===== src/rtl/lim_pkg.sv =====
package lim_pkg;
  localparam int N_CELL_D     = 6;
  localparam int N_AUX_D      = 7;
  localparam int RES_W_D      = 15;
  localparam int CELL_LIM_W_D = 8;
  localparam int AUX_LIM_W_D  = 10;
  localparam int ADDR_W_D     = 5;
  localparam int WD_W_D       = 20;
  localparam int CNT_W_D      = 3;
  localparam int MIN_CELL_D   = 3;

  // register addresses above the per-channel limit window
  localparam int A_CFG    = 16;
  localparam int A_UP_EN  = 17;
  localparam int A_DN_EN  = 18;
  localparam int A_UP_CLR = 19;
  localparam int A_DN_CLR = 20;

  // reset codes: 4.2 V and 2.5 V at 19.53125 mV, 1.16 V and 3.82 V at 4.8828125 mV
  localparam int CELL_OV_RST = 215;
  localparam int CELL_UV_RST = 128;
  localparam int AUX_OT_RST  = 238;
  localparam int AUX_UT_RST  = 782;

  function automatic int clamp_cnt(int raw, int lo, int hi);
    if (raw < lo) return lo;
    if (raw > hi) return hi;
    return raw;
  endfunction
endpackage


===== src/rtl/lim_regs.sv =====
module lim_regs
  import lim_pkg::*;
#(
  parameter int N_CELL     = N_CELL_D,
  parameter int N_AUX      = N_AUX_D,
  parameter int CELL_LIM_W = CELL_LIM_W_D,
  parameter int LIM_W      = AUX_LIM_W_D,
  parameter int ADDR_W     = ADDR_W_D,
  parameter int WD_W       = WD_W_D,
  parameter int CNT_W      = CNT_W_D,
  parameter int MIN_CELL   = MIN_CELL_D,
  localparam int NCH       = N_CELL + N_AUX,
  localparam int CH_W      = $clog2(NCH)
) (
  input  logic              clk,
  input  logic              rst,
  input  logic              reg_wr,
  input  logic [ADDR_W-1:0] reg_addr,
  input  logic [WD_W-1:0]   reg_wdata,
  input  logic [CH_W-1:0]   rd_ch,
  output logic [LIM_W-1:0]  rd_up,
  output logic [LIM_W-1:0]  rd_dn,
  output logic [NCH-1:0]    up_en,
  output logic [NCH-1:0]    dn_en,
  output logic [CNT_W-1:0]  cell_cnt,
  output logic [NCH-1:0]    clr_up,
  output logic [NCH-1:0]    clr_dn
);
  logic [LIM_W-1:0] up_lim [NCH];
  logic [LIM_W-1:0] dn_lim [NCH];
  logic [CNT_W-1:0] cnt_raw;

  always_ff @(posedge clk) begin
    if (rst) begin
      for (int i = 0; i < NCH; i++) begin
        up_lim[i] <= (i < N_CELL) ? LIM_W'(CELL_OV_RST) : LIM_W'(AUX_OT_RST);
        dn_lim[i] <= (i < N_CELL) ? LIM_W'(CELL_UV_RST) : LIM_W'(AUX_UT_RST);
      end
    end else if (reg_wr) begin
      for (int i = 0; i < NCH; i++) begin
        if (reg_addr == ADDR_W'(i)) begin
          if (i < N_CELL) begin
            up_lim[i] <= LIM_W'(reg_wdata[CELL_LIM_W-1:0]);
            dn_lim[i] <= LIM_W'(reg_wdata[2*CELL_LIM_W-1:CELL_LIM_W]);
          end else begin
            up_lim[i] <= reg_wdata[LIM_W-1:0];
            dn_lim[i] <= reg_wdata[2*LIM_W-1:LIM_W];
          end
        end
      end
    end
  end

  always_ff @(posedge clk) begin
    if (rst) begin
      cnt_raw <= CNT_W'(N_CELL);
      up_en   <= '1;
      dn_en   <= '1;
    end else if (reg_wr) begin
      if (reg_addr == ADDR_W'(A_CFG))   cnt_raw <= reg_wdata[CNT_W-1:0];
      if (reg_addr == ADDR_W'(A_UP_EN)) up_en   <= reg_wdata[NCH-1:0];
      if (reg_addr == ADDR_W'(A_DN_EN)) dn_en   <= reg_wdata[NCH-1:0];
    end
  end

  assign cell_cnt = CNT_W'(clamp_cnt(int'(cnt_raw), MIN_CELL, N_CELL));
  assign clr_up = (reg_wr && reg_addr == ADDR_W'(A_UP_CLR)) ? reg_wdata[NCH-1:0] : '0;
  assign clr_dn = (reg_wr && reg_addr == ADDR_W'(A_DN_CLR)) ? reg_wdata[NCH-1:0] : '0;

  always_comb begin
    rd_up = '0;
    rd_dn = '0;
    for (int i = 0; i < NCH; i++) begin
      if (rd_ch == CH_W'(i)) begin
        rd_up = up_lim[i];
        rd_dn = dn_lim[i];
      end
    end
  end
endmodule


===== src/rtl/lim_cmp.sv =====
module lim_cmp
  import lim_pkg::*;
#(
  parameter int N_CELL     = N_CELL_D,
  parameter int N_AUX      = N_AUX_D,
  parameter int RES_W      = RES_W_D,
  parameter int CELL_LIM_W = CELL_LIM_W_D,
  parameter int LIM_W      = AUX_LIM_W_D,
  parameter int CNT_W      = CNT_W_D,
  localparam int NCH       = N_CELL + N_AUX,
  localparam int CH_W      = $clog2(NCH)
) (
  input  logic             clk,
  input  logic             rst,
  input  logic             vld,
  input  logic [CH_W-1:0]  ch,
  input  logic [RES_W-1:0] data,
  input  logic [LIM_W-1:0] up_lim,
  input  logic [LIM_W-1:0] dn_lim,
  input  logic [CNT_W-1:0] cell_cnt,
  output logic             hit_vld,
  output logic [CH_W-1:0]  hit_ch,
  output logic             hit_up,
  output logic             hit_dn
);
  logic [CELL_LIM_W-1:0] cell_code;
  logic [LIM_W-1:0]      aux_code;
  logic                  is_cell, in_map, cell_on, up_c, dn_c;

  assign cell_code = data[RES_W-1 -: CELL_LIM_W];
  assign aux_code  = data[RES_W-1 -: LIM_W];

  always_comb begin
    is_cell = int'(ch) < N_CELL;
    in_map  = int'(ch) < NCH;
    cell_on = int'(ch) < int'(cell_cnt);
    if (is_cell) begin
      up_c = cell_code > up_lim[CELL_LIM_W-1:0];
      dn_c = cell_code < dn_lim[CELL_LIM_W-1:0];
    end else begin
      // thermistor: lower voltage means hotter
      up_c = aux_code < up_lim;
      dn_c = aux_code > dn_lim;
    end
  end

  always_ff @(posedge clk) begin
    if (rst) begin
      hit_vld <= 1'b0;
      hit_ch  <= '0;
      hit_up  <= 1'b0;
      hit_dn  <= 1'b0;
    end else begin
      hit_vld <= vld && in_map && (!is_cell || cell_on);
      hit_ch  <= ch;
      hit_up  <= up_c;
      hit_dn  <= dn_c;
    end
  end
endmodule


===== src/rtl/lim_flags.sv =====
module lim_flags
  import lim_pkg::*;
#(
  parameter int NCH  = N_CELL_D + N_AUX_D,
  localparam int CH_W = $clog2(NCH)
) (
  input  logic            clk,
  input  logic            rst,
  input  logic            hit_vld,
  input  logic [CH_W-1:0] hit_ch,
  input  logic            hit_up,
  input  logic            hit_dn,
  input  logic [NCH-1:0]  clr_up,
  input  logic [NCH-1:0]  clr_dn,
  input  logic [NCH-1:0]  up_en,
  input  logic [NCH-1:0]  dn_en,
  output logic [NCH-1:0]  up_flags,
  output logic [NCH-1:0]  dn_flags,
  output logic            fault_req
);
  for (genvar i = 0; i < NCH; i++) begin : g_flag
    logic sel, up_b, dn_b;
    assign sel = hit_vld && (hit_ch == CH_W'(i));
    always_ff @(posedge clk) begin
      if (rst) begin
        up_b <= 1'b0;
        dn_b <= 1'b0;
      end else begin
        if (sel && hit_up)  up_b <= 1'b1;
        else if (clr_up[i]) up_b <= 1'b0;
        if (sel && hit_dn)  dn_b <= 1'b1;
        else if (clr_dn[i]) dn_b <= 1'b0;
      end
    end
    assign up_flags[i] = up_b;
    assign dn_flags[i] = dn_b;
  end

  always_ff @(posedge clk) begin
    if (rst) fault_req <= 1'b0;
    else     fault_req <= |((up_flags & up_en) | (dn_flags & dn_en));
  end
endmodule


===== src/rtl/lim_mon_top.sv =====
module lim_mon_top
  import lim_pkg::*;
#(
  parameter int N_CELL     = N_CELL_D,
  parameter int N_AUX      = N_AUX_D,
  parameter int RES_W      = RES_W_D,
  parameter int CELL_LIM_W = CELL_LIM_W_D,
  parameter int LIM_W      = AUX_LIM_W_D,
  parameter int ADDR_W     = ADDR_W_D,
  parameter int WD_W       = WD_W_D,
  parameter int CNT_W      = CNT_W_D,
  parameter int MIN_CELL   = MIN_CELL_D,
  localparam int NCH       = N_CELL + N_AUX,
  localparam int CH_W      = $clog2(NCH)
) (
  input  logic              clk,
  input  logic              rst,
  input  logic              res_valid,
  input  logic [CH_W-1:0]   res_chan,
  input  logic [RES_W-1:0]  res_data,
  input  logic              reg_wr,
  input  logic [ADDR_W-1:0] reg_addr,
  input  logic [WD_W-1:0]   reg_wdata,
  output logic [NCH-1:0]    up_flags,
  output logic [NCH-1:0]    dn_flags,
  output logic              fault_req
);
  logic [LIM_W-1:0] rd_up, rd_dn;
  logic [NCH-1:0]   up_en, dn_en, clr_up, clr_dn;
  logic [CNT_W-1:0] cell_cnt;
  logic             hit_vld, hit_up, hit_dn;
  logic [CH_W-1:0]  hit_ch;

  lim_regs #(
    .N_CELL(N_CELL), .N_AUX(N_AUX), .CELL_LIM_W(CELL_LIM_W), .LIM_W(LIM_W),
    .ADDR_W(ADDR_W), .WD_W(WD_W), .CNT_W(CNT_W), .MIN_CELL(MIN_CELL)
  ) regs_i (
    .clk(clk), .rst(rst), .reg_wr(reg_wr), .reg_addr(reg_addr), .reg_wdata(reg_wdata),
    .rd_ch(res_chan), .rd_up(rd_up), .rd_dn(rd_dn), .up_en(up_en), .dn_en(dn_en),
    .cell_cnt(cell_cnt), .clr_up(clr_up), .clr_dn(clr_dn)
  );

  lim_cmp #(
    .N_CELL(N_CELL), .N_AUX(N_AUX), .RES_W(RES_W), .CELL_LIM_W(CELL_LIM_W),
    .LIM_W(LIM_W), .CNT_W(CNT_W)
  ) cmp_i (
    .clk(clk), .rst(rst), .vld(res_valid), .ch(res_chan), .data(res_data),
    .up_lim(rd_up), .dn_lim(rd_dn), .cell_cnt(cell_cnt),
    .hit_vld(hit_vld), .hit_ch(hit_ch), .hit_up(hit_up), .hit_dn(hit_dn)
  );

  lim_flags #(.NCH(NCH)) flags_i (
    .clk(clk), .rst(rst), .hit_vld(hit_vld), .hit_ch(hit_ch), .hit_up(hit_up),
    .hit_dn(hit_dn), .clr_up(clr_up), .clr_dn(clr_dn), .up_en(up_en), .dn_en(dn_en),
    .up_flags(up_flags), .dn_flags(dn_flags), .fault_req(fault_req)
  );
endmodule


===== config.mk =====
export PLATFORM = sky130hd
export DESIGN_NAME = lim_mon_top
export DESIGN_NICKNAME = d
export VERILOG_FILES = /design/src/rtl/lim_pkg.sv /design/src/rtl/lim_regs.sv /design/src/rtl/lim_cmp.sv /design/src/rtl/lim_flags.sv /design/src/rtl/lim_mon_top.sv
export SDC_FILE = /design/constraint.sdc
export NUM_CORES = 1
export LEC_CHECK = 0
export BUFFER_PORTS_ARGS = -buffer_cell sky130_fd_sc_hd__buf_2
export CAP_MARGIN = 20
export CORE_MARGIN = 5
export CORE_UTILIZATION = 60
export CTS_CLUSTER_DIAMETER = 60
export CTS_CLUSTER_SIZE = 20
export DETAILED_ROUTE_END_ITERATION = 7
export PLACE_DENSITY = 0.78
export SLEW_MARGIN = 0
export SYNTH_ARGS = -nofsm -noshare
export SYNTH_HDL_FRONTEND = slang
export SYNTH_SLANG_ARGS = --single-unit

===== constraint.sdc =====
create_clock -name clk -period 3.39 [get_ports clk]
set_input_delay 0.5085 -clock clk [delete_from_list [all_inputs] [get_ports clk]]
set_output_delay 0.5085 -clock clk [all_outputs]
set_load 0.005 [all_outputs]

==> flow_summary.rst <==
.. list-table::
   :header-rows: 1

   * - Metric
     - Value
   * - Number of synthesized flops with an enable pin
     - 236
   * - Number of setup violations in the final report
     - 0
   * - Final total negative setup slack
     - 0 ns
   * - Sort of element at the start of the critical path
     - input pin
   * - Ports placed on the boundary
     - 75
   * - VDD IR max
     - 0.0003606 V
   * - CP Data Arrival Time
     - 3.47 ns
   * - Non-filler instance count after layout
     - 1,674
   * - Netlist area before placement
     - 14,390 um^2
   * - Cell area after placement
     - 15,110 um^2
   * - Peak fanout along the critical path
     - 21
   * - Height of the chip
     - 164.9 um
   * - Synthesized area per cell
     - 11.06 um^2
   * - Worst setup skew after layout
     - 0.01182 ns
   * - Required time at the worst-slack endpoint
     - 3.79 ns
   * - Effective utilization at floorplan
     - 61.12%
   * - Clock insertion delay at the later pin of the skew report
     - 0.52 ns
   * - Max cap viols
     - 0
   * - Synthesized-area fraction occupied by and/or/nand/nor cells
     - 18.84%
   * - Seq/Total Area, Yosys
     - 58.02%
   * - Total of flip-flops plus latches after synthesis
     - 299
   * - Logic depth of the worst path, buffers included
     - 12
   * - Top delay family on crit path
     - compound AO/OA/AOI/OAI gates
   * - Actual slew at the worst max-slew pin
     - 0.9269 ns
   * - Syn Nets
     - 1,385
   * - Number of vias in the routed layout
     - 10,750
   * - Most numerous cell types in the synthesized netlist
     - edfxtp_1, nand2_1, nor2_1
   * - Global-route total usage across every layer
     - 29.23%
   * - Number of max-slew violations in the final report
     - 0
   * - Grt ovf
     - 0
   * - Area share of the largest cell type after synthesis
     - 49.25%
   * - Detailed placer's ending HPWL
     - 26,590 um
   * - Leakage power summed over all cells
     - 0.005820 uW
   * - Power per cell area
     - 479.7 nW/um^2
   * - Number of detailed-routing iterations run before antenna repair
     - 5
   * - Cell area after layout
     - 15,740 um^2
   * - Setup slack of the worst register-to-register path
     - 0.49 ns
   * - Class of the most critical setup path
     - input pin to flip-flop
   * - Total of cells resized after clock tree synthesis
     - 0
   * - End point of the most critical hold path
     - regs_i.dn_en[9]$_SDFFE_PP1P_
   * - Synth-to-layout area growth
     - 9.391%
   * - TritonCTS clock tree
     - done
   * - F_max
     - 325.7 MHz
   * - Status
     - finished, final reports clean
   * - Yosys synthesis warning count
     - 0
   * - Initial antenna violation count
     - 1
   * - Clock period minus final worst setup slack
     - 3.071 ns
   * - Remaining DRCs
     - 0
   * - Final worst path period share
     - 90.58%
   * - Global-route wire length before repair
     - 60,320 um
   * - Number of different library cells in the post-synthesis netlist
     - 67
   * - Number of I/O port buffers
     - 69
   * - First-iteration detailed-routing DRC count
     - 1,294
   * - Capture instance of the worst register-to-register path
     - cmp_i.hit_up$_SDFF_PP0_
   * - Type of the worst min-delay path
     - input pin to flip-flop
   * - CP peak stage delay
     - 0.61 ns
   * - Cells after Synth
     - 1,301
   * - Worst path setup slack after routing
     - 0.3195 ns
   * - Worst setup timing slack at the placement stage
     - -0.07827 ns
   * - Vias in the first global route
     - 10,580
   * - Cell-by-cell listing of the critical path
     - buf_4, nand2b_1, o21ai_1, a2111oi_0, buf_4, o221ai_1, ha_1, a21oi_1, o21ai_0, o21ai_0, and2_1, a211o_1
   * - GP Congestion
     - 0.9263
   * - Most common cell in the synthesized netlist
     - edfxtp_1
   * - Clock buffers created by TritonCTS
     - 20
   * - Main combinational cell family by area after synthesis
     - simple AND/OR/NAND/NOR gates
   * - Fin. Hold Viols
     - 0
   * - Ranking of synthesized cells by area
     - edfxtp_1, dfxtp_1, or3_1, nand2_1, nor2_1
   * - Total Nets Final
     - 1,428
   * - Wire length per cell after detailed routing
     - 23.54 um
   * - Number of cells on the worst reg-to-reg path
     - 12
   * - Number of filler instances in the final layout
     - 1,761
   * - Slowest cell on crit path
     - a2111oi_0
   * - Clock root cell
     - clkbuf_16
   * - Post-layout util
     - 66.86%
   * - Worst-path clk slew
     - 0.08 ns
   * - Post-CTS setup buffer count
     - 0
   * - Std-Cell Core Area
     - 23,540 um^2
   * - Source of the worst register-to-register timing path
     - regs_i.up_lim[0][53]$_SDFFCE_PN0P_
   * - Adder and majority gate portion of the synthesized area
     - 3.130%
   * - Maximum number of pins on one net before global-route repair
     - 99
   * - Slew margin rel.
     - 38.21%
   * - Fraction of registers with async set or reset after synthesis
     - 0%
   * - Xor-xnor portion of the synthesized cell area
     - 0.06087%
   * - Mux cell area share after synthesis
     - 3.600%
   * - Most common flop cell mapped by yosys
     - edfxtp_1
   * - Unrepaired setup endpoints after global routing
     - no
   * - Via-per-instance ratio
     - 6.420
   * - Maximum level of the CTS H-tree
     - 1
   * - Share of the synthesized area in compound gates (AO/OA/AOI/OAI)
     - 11.43%
   * - Maximum clock path buffer count
     - 3
   * - Critical Path End Type
     - flip-flop
   * - Hold Path Stages
     - 3
   * - Die X-Extent
     - 164.9 um
   * - Antenna-violating nets left
     - 0
   * - Full die area
     - 27,180 um^2
   * - Quantity of hold-fixing buffers added after cts
     - 0
   * - Count of buffer and inverter cells on the critical path
     - 2
   * - Launch point of the worst hold path
     - reg_wdata[9]
   * - Cell type with the largest total area after synthesis
     - edfxtp_1
   * - Post-Place Cells
     - 1,641
   * - Clock sink count
     - 299
   * - Standard-cell row count
     - 56
   * - Fraction of final layout cells sized beyond drive strength 1
     - 14.84%
   * - Routed wire length
     - 39,410 um
==> power breakdown <==
part           switching, uW  internal [uW]
sequential              72.3           4150
combinational            557            310
clock                   1230           1240
total                   1860           5690
==> worst min-delay path: cells and delay by family <==
family                 cells  cell delay (ns)
and+or+nand+nor            2             0.13
buffers and inverters      1             0.13
==> cells by family after synthesis <==
| kind of cell | count (synthesis) |
|---|---|
| muxes | 46 |
| AOI/OAI and AO/OA | 244 |
| xor gates and xnor gates | 1 |
| and+or+nand+nor | 535 |
| adders and majority gates | 36 |
| buffers and inverters | 140 |
| DFF | 299 |
==> cell type report <==
type	count	area, um^2	area share, %
Inverter	15	56.30	0.3577
Multi-Input combinational cell	862	5338	33.91
Tap cell	319	399.1	2.536
Sequential cell	299	8348	53.04
Clock inverter	7	45.04	0.2862
Timing Repair Buffer	146	968.4	6.153
Clock buffer	25	583.1	3.704
Antenna cell	1	2.502	0.01590
==> sequential cells by signal (all words and copies together), names as in the netlist <==
name / flops
flags_i.g_flag.dn_b: 13
cmp_i.hit_ch: 4
regs_i.dn_lim: 118
regs_i.cnt_raw: 3
cmp_i.hit_dn: 1
flags_i.g_flag.up_b: 13
regs_i.dn_en: 13
regs_i.up_lim: 118
flags_i.fault_req: 1
cmp_i.hit_vld: 1
cmp_i.hit_up: 1
regs_i.up_en: 13
==> stage by stage <==
step	total power [uW]	hold slack (ns)
after floorplan	4789	0.4368
final	7550	0.2672
after global routing	7804	0.2953
after detailed placement	5146	0.4596
after CTS	7542	0.2667
after global placement	5113	0.4487
==> cells in the final DEF (no fill, tap or decap), types with 15 or more instances in the layout <==
cell type / n
dfxtp_1: 63
nand2_1: 136
mux2i_1: 27
o21ai_1: 15
buf_4: 77
inv_1: 15
buf_2: 66
nand3b_1: 28
nand2b_1: 39
clkbuf_16: 23
o21ai_0: 27
nor2_1: 132
ha_1: 36
a22oi_1: 38
or3_1: 86
a21oi_1: 55
nor2b_1: 17
edfxtp_1: 236
and2_1: 36
==> per-layer routing <==
metal	GRT usage [%]	vias up	wire length (um)
li1	-	4815	-
met1	41.26	5196	15400
met2	46.14	649	18530
met3	5.465	87	4222
met4	9.641	0	1253
met5	0	-	0
==> how the worst max path moves through the flow <==
stage / startpoint / to / slack (ns)
CTS: res_chan[0] / cmp_i.hit_up$_SDFF_PP0_ / 0.41
global placement: res_chan[0] / cmp_i.hit_up$_SDFF_PP0_ / -0.08
finish: res_chan[0] / cmp_i.hit_up$_SDFF_PP0_ / 0.32
floorplan: res_chan[1] / cmp_i.hit_up$_SDFF_PP0_ / 0.58
global route: res_chan[0] / cmp_i.hit_up$_SDFF_PP0_ / 0.13
detailed placement: res_chan[0] / cmp_i.hit_up$_SDFF_PP0_ / -0.08
No activity file was read; power rests on OpenSTA's default activity.
